**src/rtl/modn_pkg.sv**
```systemverilog
package modn_pkg;
  typedef enum logic {
    DIR_UP   = 1'b0,
    DIR_DOWN = 1'b1
  } dir_t;
endpackage

```
**src/rtl/modn_limit_norm.sv**
```systemverilog
// Turns the raw modulus into the highest legal count value.
// Limits of 0 and 1 both give a top value of 0 (modulus 1).
module modn_limit_norm #(
  parameter int CNT_W = 8
) (
  input  logic [CNT_W-1:0] limit,
  output logic [CNT_W-1:0] top
);
  always_comb begin
    if (limit <= CNT_W'(1)) top = '0;
    else                    top = limit - CNT_W'(1);
  end
endmodule

```
**src/rtl/modn_up_step.sv**
```systemverilog
// Ascending next value: a magnitude compare against the live top value.
module modn_up_step #(
  parameter int CNT_W = 8
) (
  input  logic [CNT_W-1:0] cur,
  input  logic [CNT_W-1:0] top,
  output logic [CNT_W-1:0] nxt,
  output logic             wrap
);
  always_comb begin
    wrap = (cur >= top);
    nxt  = wrap ? '0 : cur + CNT_W'(1);
  end
endmodule

```
**src/rtl/modn_down_step.sv**
```systemverilog
// Descending next value. One extra combinational bit carries the borrow
// of cur-1. That bit is the terminal test and is never stored.
module modn_down_step #(
  parameter int CNT_W = 8
) (
  input  logic [CNT_W-1:0] cur,
  input  logic [CNT_W-1:0] top,
  output logic [CNT_W-1:0] nxt,
  output logic             wrap
);
  localparam int EXT_W = CNT_W + 1;
  logic [EXT_W-1:0] diff;
  always_comb begin
    diff = {1'b0, cur} - EXT_W'(1);
    wrap = diff[CNT_W];
    nxt  = wrap ? top : diff[CNT_W-1:0];
  end
endmodule

```
**src/rtl/modn_frame_counter.sv**
```systemverilog
module modn_frame_counter #(
  parameter int CNT_W = 8
) (
  input  logic             clk,
  input  logic             rst,
  input  logic             en,
  input  logic             dir_down,
  input  logic [CNT_W-1:0] limit,
  output logic [CNT_W-1:0] count,
  output logic             tc
);
  import modn_pkg::*;

  dir_t             dir;
  logic [CNT_W-1:0] top;
  logic [CNT_W-1:0] up_nxt, dn_nxt, sel_nxt;
  logic             up_wrap, dn_wrap, sel_wrap;
  logic [CNT_W-1:0] cnt_q;
  logic             tc_q;

  assign dir = dir_t'(dir_down);

  modn_limit_norm #(.CNT_W(CNT_W)) u_norm (.limit(limit), .top(top));
  modn_up_step    #(.CNT_W(CNT_W)) u_up   (.cur(cnt_q), .top(top), .nxt(up_nxt), .wrap(up_wrap));
  modn_down_step  #(.CNT_W(CNT_W)) u_dn   (.cur(cnt_q), .top(top), .nxt(dn_nxt), .wrap(dn_wrap));

  always_comb begin
    if (dir == DIR_DOWN) begin
      sel_nxt  = dn_nxt;
      sel_wrap = dn_wrap;
    end else begin
      sel_nxt  = up_nxt;
      sel_wrap = up_wrap;
    end
  end

  always_ff @(posedge clk) begin
    if (rst) begin
      cnt_q <= (dir == DIR_DOWN) ? top : '0;
      tc_q  <= 1'b0;
    end else begin
      tc_q <= en & sel_wrap;
      if (en) cnt_q <= sel_nxt;
    end
  end

  assign count = cnt_q;
  assign tc    = tc_q;
endmodule

```
**config.mk**
```make
export PLATFORM = sky130hd
export DESIGN_NAME = modn_frame_counter
export DESIGN_NICKNAME = d
export VERILOG_FILES = /design/src/rtl/modn_pkg.sv /design/src/rtl/modn_limit_norm.sv /design/src/rtl/modn_up_step.sv /design/src/rtl/modn_down_step.sv /design/src/rtl/modn_frame_counter.sv
export SDC_FILE = /design/constraint.sdc
export NUM_CORES = 1
export LEC_CHECK = 0
export BUFFER_PORTS_ARGS = -buffer_cell sky130_fd_sc_hd__buf_2
export CAP_MARGIN = 15
export CORE_MARGIN = 3
export CORE_UTILIZATION = 48
export CTS_BUF_LIST = sky130_fd_sc_hd__clkbuf_4 sky130_fd_sc_hd__clkbuf_8
export CTS_CLUSTER_DIAMETER = 40
export DETAILED_ROUTE_END_ITERATION = 8
export HOLD_SLACK_MARGIN = 0.15
export MAX_ROUTING_LAYER = met4
export PLACE_DENSITY = 0.77
export SETUP_SLACK_MARGIN = 0.2
export SLEW_MARGIN = 20
export SYNTH_ARGS = -nofsm -noshare
export SYNTH_HDL_FRONTEND = slang
export SYNTH_HIERARCHICAL = 1
export SYNTH_SLANG_ARGS = --single-unit
```
**constraint.sdc**
```tcl
create_clock -name clk -period 7.5 [get_ports clk]
set_clock_uncertainty 0.2 [all_clocks]
set_input_delay 0.375 -clock clk [delete_from_list [all_inputs] [get_ports clk]]
set_output_delay 0.375 -clock clk [all_outputs]
set_load 0.02 [all_outputs]
```
# Word level (Yosys, flattened, before mapping)
# Cells that the tools add are included.
[word_totals] register_bits=9 word_cells=17 latch_bits=0 mem_bits_rw=0 output_inout_bits=9 romBits=0 mem_count=0 input_bits=12
[op_classes] n_lt_le_gt_ge=2 n_eq_ne=0 muxes=8 multipliers=0 bitwise=1 n_shift=0 div_mod_pow=0 addsub=3 reduce_logical=1
[op_table] operator="two-way mux 8 bit" count=7
[op_table] operator="subtractor 8 x 1 -> 9 bit (second input constant)" count=1
[op_table] operator="adder 8 x 1 -> 8 bit (second input constant)" count=1
[op_table] operator=">= comparator 8 bit" count=1
[op_table] operator="less-or-equal comparator 8 x 1 -> 1 bit (second input constant)" count=1
[op_table] operator="subtractor 8 x 1 -> 8 bit (second input constant)" count=1
[op_table] operator="nonzero test 2 bit" count=1
[op_table] operator="bitwise AND 1 bit" count=1
[op_table] operator="two-way mux 1 bit" count=1

# Depth between registers and ports, before layout
# Gate-level depths: netlist (run 1).
[depth] word_depth=7 mapped_depth=13 mapped_depth_nobuf=13

# Modules after synthesis
# The synthesis (run 1) kept the hierarchy.
[by_module_without_submodules] mod="modn_frame_counter" seq_area_each_um2=260.2 n_inst=1 area_each_um2=529.3 cells_each=32
[by_module_without_submodules] mod="modn_up_step" seq_area_each_um2=0.0 n_inst=1 area_each_um2=355.3 cells_each=46
[by_module_without_submodules] mod="modn_down_step" seq_area_each_um2=0.0 n_inst=1 area_each_um2=229.0 cells_each=34
[by_module_without_submodules] mod="modn_limit_norm" seq_area_each_um2=0.0 n_inst=1 area_each_um2=198.9 cells_each=27

# Least setup slack after synthesis (run 1)
# No wires, ideal clock.
[synth_timing] path_kind="input to register" start="in limit[0]" end="reg cnt_q[4] (netlist: count[4]), data pin" slack_ns=4.598 n_path_buf=0 setup_ns=0.257 t_arrival_ns=2.445 stages=13 t_required_ns=7.043 path_cell_list="inv_1 ha_1 or2_2 and3_1 a21oi_1 inv_1 ha_1 o21a_1 o211ai_1 o21ai_2 nor2_1 mux2i_1 o2bb2ai_2"
[synth_via] elab_chain_len=7 word_cells_on_any_way=10 cone_classes="add/sub: 1; order compare: 2; mux: 7"
[synth_lines] item="from (decl)" line="modn_frame_counter.sv:8" rtl="input logic [CNT_W-1:0] limit,"
[synth_lines] item="subtractor 8 x 1 -> 8 bit / less-or-equal comparator 8 x 1 -> 1 bit (equally long branches)" line="modn_limit_norm.sv:11, modn_limit_norm.sv:10"
[synth_lines] item="two-way mux 8 bit (*)" line="modn_limit_norm.sv:10" rtl="if (limit <= CNT_W'(1)) top = '0;"
[synth_lines] item="named net top[3]" line="modn_frame_counter.sv:15" rtl="logic [CNT_W-1:0] top;"
[synth_lines] item=">= comparator 8 bit (*)" line="modn_up_step.sv:11" rtl="wrap = (cur >= top);"
[synth_lines] item="named net up_wrap" line="modn_frame_counter.sv:17" rtl="logic up_wrap, dn_wrap, sel_wrap;"
[synth_lines] item="two-way mux 8 bit (*)" line="modn_up_step.sv:12" rtl="nxt = wrap ? '0 : cur + CNT_W'(1);"
[synth_lines] item="named net up_nxt[4]" line="modn_frame_counter.sv:16" rtl="logic [CNT_W-1:0] up_nxt, dn_nxt, sel_nxt;"
[synth_lines] item="two-way mux 8 bit (*)" line="modn_frame_counter.sv:28" rtl="if (dir == DIR_DOWN) begin"
[synth_lines] item="two-way mux 8 bit (*)" line="modn_frame_counter.sv:43" rtl="if (en) cnt_q <= sel_nxt;"
[synth_lines] item="two-way mux 8 bit (*)" line="modn_frame_counter.sv:38" rtl="if (rst) begin"
[synth_lines] item="to (signal assigned)" line="modn_frame_counter.sv:39" rtl="cnt_q <= (dir == DIR_DOWN) ? top : '0;"
[synth_lines] item="to (signal assigned)" line="modn_frame_counter.sv:43"
[synth_lines] item="to (decl)" line="modn_frame_counter.sv:18" rtl="logic [CNT_W-1:0] cnt_q;"
# The timed path passes the listed nets; every way through them passes the cells marked *. The select of a mux whose other input is x is not followed.
# A chain may end at the register's enable or synchronous reset.

# Final worst setup path (run 1)
[layout_timing] start="in limit[0]" end="reg cnt_q[6] (netlist: count[6]), data pin"
# The elaborated chain is that of the path after synthesis.

==> summary.md, run 1 <==
| Metric | Value |
|---|---|
| Status | completed |
| Hold Path Class | in2reg |
| Max-slew violations | 0 |
| Clock Tree Root | clkbuf_4 |
| Power Dens Cells | around 180 mW/mm2 |
| Final wirelength | approximately 3000 um |
| Final net count | 183 |
| Top post-synthesis cells by count | nor2_1 (16), inv_1 (13), ha_1 (12), mux2i_1 (9) |
| CP max stage delay | 0.34 ns |
| Critical path's slowest cell | o21ai_2 |
| Final Power | between 0.2 and 0.3 mW |
| Fin crit period | between 3 and 4 ns |
| Fill count | 245 |
| Relative slew slack | between 70% and 80% |
| Layout Utilization | a little under three fifths |
| Largest family of logic cells by synthesized area | simple AND/OR/NAND/NOR gates |
| WHS | approximately 0.19 ns |
| Syn Std Cell Area | approximately 0.0013 mm2 |
| Post-cts resize count | 0 |
| Residual DRC | 0 |
| Fmax | around 310 MHz |
| Synth Area in Simple Gates | between 20% and 30% |
| H-tree levels | 1 |
| Die span in x | 58.3 um |
| Setup TNS | 0 ns |
| Syn Nets | about 160 |
| Initial core utilization | ~52% |
| TritonCTS Buffers | 3 |
| Cells after Synth | roughly 140 |
| Share of the synthesized area in the top cell type | between 15 and 20% |
| CP max FO | 9 |
| FF+latch count, synth | 9 |
| Sequential fraction of the synthesis area | roughly a fifth |
| Hpwl dp | ~2300 um |
| Gr usage total | between 15 and 20% |
| Core footprint | ~0.0025 mm2 |
| Initial antenna violation count | 0 |
| Die ar. | approximately 0.0034 mm2 |
| Crit share post-route | 42.6% |
| Global placement routability congestion | around 0.9 |
| Slew @ Worst Pin | just under 0.4 ns |
| EDFF count, synth | 8 |
| Crit path capture type | flop |
| Lkg Pwr | roughly 0.64 nW |
| Crit path cell chain | buf_2, inv_1, ha_1, or2_2, and3_1, a21oi_1, inv_1, ha_1, o21a_1, o211ai_1, o21ai_2, nor2_1, mux2i_1, o2bb2ai_2 |
| Hold-fix buffers at CTS | 0 |
| DR WL/cell | approximately 16 um |
| Area of the multi-input gates | about 950 um2 |
| Crit path required time | approximately 7.3 ns |
| Clock buffer depth | 2 |
| Largest net degree at the start of global routing | 12 |
| Class of the most critical setup path | in2reg |
| Area Overhead vs Synth | 9.06% |
| Ys Warns | 6 |
| Final Hold Violating Endpoints | 0 |
| Xor and xnor area share after synthesis | under 10% |
| Routed Antenna Nets | 0 |
| DRT iter0 DRCs | 50 |
| Setup bufs post-CTS | 0 |
| Distinct cell type count after synthesis | 48 |
| Synth Area in Compound Gates | 20.1% |
| I/O pins | 21 |
| Async SR Flop Fraction | 0% |
| # setup viols final | 0 |
| Clock sinks | 9 |
| N_diodes | 0 |
| Reg clk slew, reported paths | 0.06 ns |
| Count leader, synth | nor2_1 |
| Worst EP arrival | about 3 ns |
| Mux cell area share after synthesis | about an eighth |
| Main flop type after synthesis | edfxtp_1 |
| Average cell area after synthesis | 9.44 um2 |
| Register area | about 260 um2 |
| VDD IR max | between 0.15 and 0.2 mV |
| RSZ-0062 raised after global routing | no |
| Via density per instance | roughly 5.9 |
| Worst-skew pair later-pin latency | between 0.2 and 0.3 ns |
| Max Cap Violations | 0 |
| Area leader, netlist | edfxtp_1 |
| Pre-CTS WS | just over 4 ns |
| Synth area leaders | edfxtp_1 (18%), ha_1 (11%), o2bb2ai_2 (9.2%) |
| Vias in the first global route | between 1,000 and 1,500 |
| First-pass GRT wire length | approximately 5000 um |
| Die extent in y | 58.3 um |
| Layout cells sized above 1 | 31.6% |
| # rows | 18 |
| GRT Residual Overflow | 0 |
| Adder-Cell Fraction of Synth Area | between 10% and 20% |
| Setup crit start kind | input port |
| Via count | 1,114 |
| Pre-antenna DRT Iters | 5 |
| CTS tree | done |
| IO Port Bufs | 20 |
| Post-layout worst setup margin | about 4.3 ns |
[per-layer routing]
| metal | vias to the layer above | wire [um] | GRT usage, % |
|---|---|---|---|
| li1 | 548 | - | - |
| met1 | 530 | 1320 | 24.8 |
| met2 | 34 | 1490 | 33.0 |
| met3 | 2 | 126 | 0.658 |
| met4 | 0 | 27 | 7.28 |
| met5 | - | 0 | - |
[per-stage QoR]
stage / instances / area (um2)
3_5_place_dp: 184 / 1400
3_3_place_gp: 184 / 1400
4_1_cts: 188 / 1430
2_1_floorplan: 139 / 1310
5_1_grt: 188 / 1430
6_report: 188 / 1430
[state kept, by name, indices dropped and copies added, names as in the netlist]
register and count:
tc 1, count 8
[final timing paths]
check | start | to | slack (ns) | depth (start not counted)
hold / removal | en | tc | 0.19 | 2
hold reg to reg | count[0] | count[0] | 0.76 | 3
setup reg to reg | count[3] | count[0] | 4.74 | 6
setup / recovery | limit[0] | count[6] | 4.30 | 14
[worst max-delay path: cells and delay by family]
kind / cells / cell delay [ns]
muxes: 1 / 0.20
AOI/OAI and AO/OA: 5 / 0.96
adders and majority gates: 2 / 0.52
and+or+nand+nor: 3 / 0.65
buffers and inverters: 3 / 0.30
[cell type report]
cell class / instances / area share, %
Multi-Input combinational cell: 111 / 66.4
Sequential cell: 9 / 18.2
Timing Repair Buffer: 20 / 6.99
Inverter: 14 / 3.67
Tap cell: 30 / 2.62
Clock buffer: 4 / 2.10
[power by group]
| group | leakage, nW | switching (mW) | internal [mW] | total, mW |
|---|---|---|---|---|
| clock | 0.0184 | 0.0173 | 0.0241 | 0.0415 |
| sequential | 0.0942 | 0.0181 | 0.0654 | 0.0835 |
| combinational | 0.531 | 0.0746 | 0.0616 | 0.136 |
| total | 0.643 | 0.110 | 0.151 | 0.261 |
[cell families after synthesis]
family | after synthesis
flip-flops | 9
buffers and inverters | 19
multiplexers | 15
XOR/XNOR | 9
AO/OA/AOI/OAI | 26
AND/OR/NAND/NOR | 49
adder cells (fa/ha/maj) | 12
[layout by cell type, fill, tap and decap left out, types with 3 or more instances in the layout]
cell type,instances
o21ai_1,3
nor3_1,3
nor3b_1,3
buf_2,20
mux2_1,3
mux2i_1,9
xor2_1,4
ha_1,12
edfxtp_1,8
or2_2,3
xnor2_1,5
a21oi_1,3
and3_1,4
clkbuf_4,4
nand3_1,4
o2bb2ai_2,8
inv_1,13
nor2_1,16
(Power assumes the default switching activity.)
==> inputs of run 2 (changes only) <==
--- a/config.mk
+++ b/config.mk
@@ -5,6 +5,7 @@
 export SDC_FILE = /design/constraint.sdc
 export NUM_CORES = 1
 export LEC_CHECK = 0
+export ABC_AREA = 1
 export BUFFER_PORTS_ARGS = -buffer_cell sky130_fd_sc_hd__buf_2
 export CAP_MARGIN = 15
 export CORE_MARGIN = 3
@@ -14,7 +15,7 @@
 export DETAILED_ROUTE_END_ITERATION = 8
 export HOLD_SLACK_MARGIN = 0.15
 export MAX_ROUTING_LAYER = met4
-export PLACE_DENSITY = 0.77
+export PLACE_DENSITY = 0.79
 export SETUP_SLACK_MARGIN = 0.2
 export SLEW_MARGIN = 20
 export SYNTH_ARGS = -nofsm -noshare
==> constraint.sdc (replaced) <==
create_clock -name clk -period 2.9 [get_ports clk]
set_clock_uncertainty 0.2 [all_clocks]
set_input_delay 0.145 -clock clk [delete_from_list [all_inputs] [get_ports clk]]
set_output_delay 0.145 -clock clk [all_outputs]
set_load 0.02 [all_outputs]
==> run 2 against run 1 <==
Net effect:
- synthesized area is 11% higher
- global-route usage is 1.7 points higher
- synthesized cell count is 72% higher
- sequential cell count stayed put
- register-to-register slack worse by 4.0 ns
- core utilization is 1.8 points higher
- sequential share of layout area is 2.3 points lower
- die area is 9.7% higher
- hold slack worse by 0.037 ns
- via count is 30% higher
- critical endpoint is now count[0]
==> summary.md, run 2 <==
| Metric | Value |
|---|---|
| Top post-synthesis cells by count | nand2_1 (74), inv_1 (39), nor2_1 (29), nand3_1 (18), ha_1 (12) |
| DP Area | 0.00158 mm2 (+13%) |
| Worst EP arrival | 2.27 ns (-0.74 ns) |
| Via count | 1,448 (+30%) |
| Die ar. | 0.00373 mm2 (+9.7%) |
| DR WL/cell | 11.6 um (-26%) |
| EDFF count, synth | 8 (unchanged) |
| Largest register FFs | 8 (unchanged) |
| Adder-Cell Fraction of Synth Area | 10.3% (-1.1 points) |
| Final Hold Violating Endpoints | 0 (unchanged) |
| Initial core utilization | 51.4% (-0.14 points) |
| Reg2reg start | count[5] |
| Mux cell area share after synthesis | 0% (-12 points) |
| Fmax | approximately 410 MHz |
| Synth Area in Simple Gates | 46.7% (+24 points) |
| Setup crit start kind | input port |
| Largest family of logic cells by synthesized area | simple AND/OR/NAND/NOR gates |
| Register area | 260 um2 (unchanged) |
| Layout cells sized above 1 | 23.9% (-7.8 points) |
| Max-slew violations | 0 (unchanged) |
| Largest net degree at the start of global routing | 11 (-1) |
| Count leader, synth | nand2_1 |
| CP max FO | 9 (unchanged) |
| Final wirelength | 3420 um (+15%) |
| Crit share post-route | a little under nine tenths |
| Pre-antenna DRT Iters | 4 (-1) |
| Hold Path Class | in2reg |
| Power Dens Cells | 403 mW/mm2 (+120%) |
| Class of the most critical setup path | in2reg |
| CTS tree | done |
| TritonCTS Buffers | 3 (unchanged) |
| Status | completed |
| First-pass GRT wire length | 5860 um (+17%) |
| Fin crit period | around 2.5 ns |
| Worst-skew pair later-pin latency | 0.26 ns (about the same) |
| Max Cap Violations | 0 (unchanged) |
| Hold path depth | 4 (+2) |
| Main flop type after synthesis | edfxtp_1 |
| Reg2reg path depth | 10 (+4) |
| Routed Antenna Nets | 0 (unchanged) |
| Crit path capture type | flop |
| RR Endpoint | count[0] |
| Share of the synthesized area in the top cell type | 19.1% (+0.79 points) |
| Layout Utilization | 58.1% (+1.8 points) |
| IO Port Bufs | 20 (unchanged) |
| Crit path required time | 2.71 ns (-4.60 ns) |
| Clock buffer depth | 2 (unchanged) |
| Global placement routability congestion | 0.904 (+0.83%) |
| Core footprint | 0.00283 mm2 (+11%) |
| Final net count | 289 (+58%) |
| Fill count | 281 (+15%) |
| GRT Residual Overflow | 0 (unchanged) |
| Initial antenna violation count | 0 (unchanged) |
| Relative slew slack | 66.8% (-7.1 points) |
| Syn Nets | 263 (+61%) |
| Slew @ Worst Pin | 0.498 ns (+0.106 ns) |
| DRT iter0 DRCs | 74 (+48%) |
| Clock Tree Root | clkbuf_4 |
| Setup TNS | 0 ns (unchanged) |
| Die span in x | 61.1 um (+4.8%) |
| Residual DRC | 0 (unchanged) |
| R2R Setup Slk | 0.71 ns (-4.03 ns) |
| Synth area leaders | nand2_1 (19%), edfxtp_1 (17%), ha_1 (10%) |
| Most common cell after layout, fill and taps aside | nand2_1 |
| Xor and xnor area share after synthesis | 5.42% (-0.59 points) |
| Hpwl dp | 2720 um (+18%) |
| Commonest cells after routing, fill and taps aside | nand2_1 (74), inv_1 (39), nor2_1 (28), buf_2 (20), nand3_1 (18) |
| Area of the multi-input gates | 986 um2 (+3.7%) |
| Cells after Synth | 239 (+72%) |
| Min-delay src | limit[0] |
| Gr usage total | 21.2% (+1.7 points) |
| H-tree levels | 1 (unchanged) |
| Sequential fraction of the synthesis area | 17.9% (-1.9 points) |
| Reg clk slew, reported paths | 0.06 ns (about the same) |
| Final Instance Area | 0.00164 mm2 (+15%) |
| Lkg Pwr | 0.924 nW (+44%) |
| RSZ-0062 raised after global routing | no |
| Setup bufs post-CTS | 0 (unchanged) |
| N_diodes | 0 (unchanged) |
| Area leader, netlist | nand2_1 |
| I/O pins | 21 (unchanged) |
| Distinct cell type count after synthesis | 27 (-44%) |
| Synth Area in Compound Gates | 4.64% (-15 points) |
| FF+latch count, synth | 9 (unchanged) |
| Async SR Flop Fraction | 0% (unchanged) |
| # setup viols final | 0 (unchanged) |
| Via density per instance | 4.91 (-17%) |
| Syn Std Cell Area | 0.00146 mm2 (+11%) |
| VDD IR max | 0.363 mV (+130%) |
| # rows | 19 (+1) |
| Clock sinks | 9 (unchanged) |
| Ys Warns | 6 (unchanged) |
| Hold worst-path end | count[0] |
| Average cell area after synthesis | 6.09 um2 (-36%) |
| Area Overhead vs Synth | 12.9% |
| Die extent in y | 61.1 um (+4.8%) |
| Vias in the first global route | 1,353 (+30%) |
-- run 2: cell types whose count changed after synthesis, moves of 9 or more --
cell / before / now
nand2_1: 1 / 74
inv_1: 13 / 39
nand3_1: 4 / 18
nor2_1: 16 / 29
inv_2: 1 / 10
mux2i_1: 9 / 0
-- run 2: how the worst max path moves through the flow --
| stage | to | startpoint | depth (start not counted) |
|---|---|---|---|
| finish | count[0] | limit[0] | 18 |
| global route | count[0] | limit[0] | 18 |
| CTS | count[0] | limit[0] | 19 |
| detailed placement | count[0] | limit[0] | 18 |
| global placement | count[0] | limit[0] | 18 |
| floorplan | count[0] | limit[0] | 18 |
-- run 2: through the flow --
stage               hold WS (ns)  total power, mW  setup WS (ns)  instances
floorplan                  0.103            0.466          0.523        239
global placement           0.266            0.549          0.220        289
detailed placement         0.265            0.553          0.122        289
CTS                        0.151            0.662          0.391        295
global route               0.177            0.727          0.214        295
finish                     0.151            0.662          0.434        295
-- run 2: what timing repair did --
action | CTS | global route
hold buffers | 2 | 0
resized for setup | 0 | 3
endpoints found under the setup margin | 0 | 8
endpoints found under the hold margin | 3 | 0
-- run 2: layout make-up --
cell class                 count  area share, %
clock buffer                   4           1.83
inverter                      52           12.6
multi-input combinational    177           60.0
timing repair buffer          22           7.31
tap                           31           2.36
sequential                     9           15.8
-- run 2: worst max-delay path, cell delays in order --
cell,delay (ns)
buf_2,0.11
inv_1,0.10
ha_1,0.22
inv_1,0.09
nor2_4,0.13
nand3_1,0.09
a21oi_2,0.20
inv_1,0.06
ha_1,0.28
nand2_1,0.07
nor2_1,0.15
nand4_1,0.16
nand3_4,0.18
nor2_1,0.07
inv_2,0.05
nand2_1,0.04
nand3_1,0.06
nand2_1,0.05
-- run 2: cells by family after synthesis --
kind of cell	after synthesis
fa+ha+maj	12
compound gates	11
buf+inv	53
flops	9
xor+xnor	9
simple gates	145
-- run 2: layer usage --
| layer | GRT usage, % | wire (um) |
|---|---|---|
| met3 | 4.19 | 237 |
| met2 | 34.0 | 1590 |
| met5 | - | 0 |
| met1 | 29.0 | 1570 |
| met4 | 1.55 | 17 |
-- run 2: where the power goes --
part	switching [mW]	total, mW	internal (mW)
Combinational	0.213	0.345	0.132
Clock	0.0418	0.104	0.0622
Sequential	0.0491	0.213	0.164
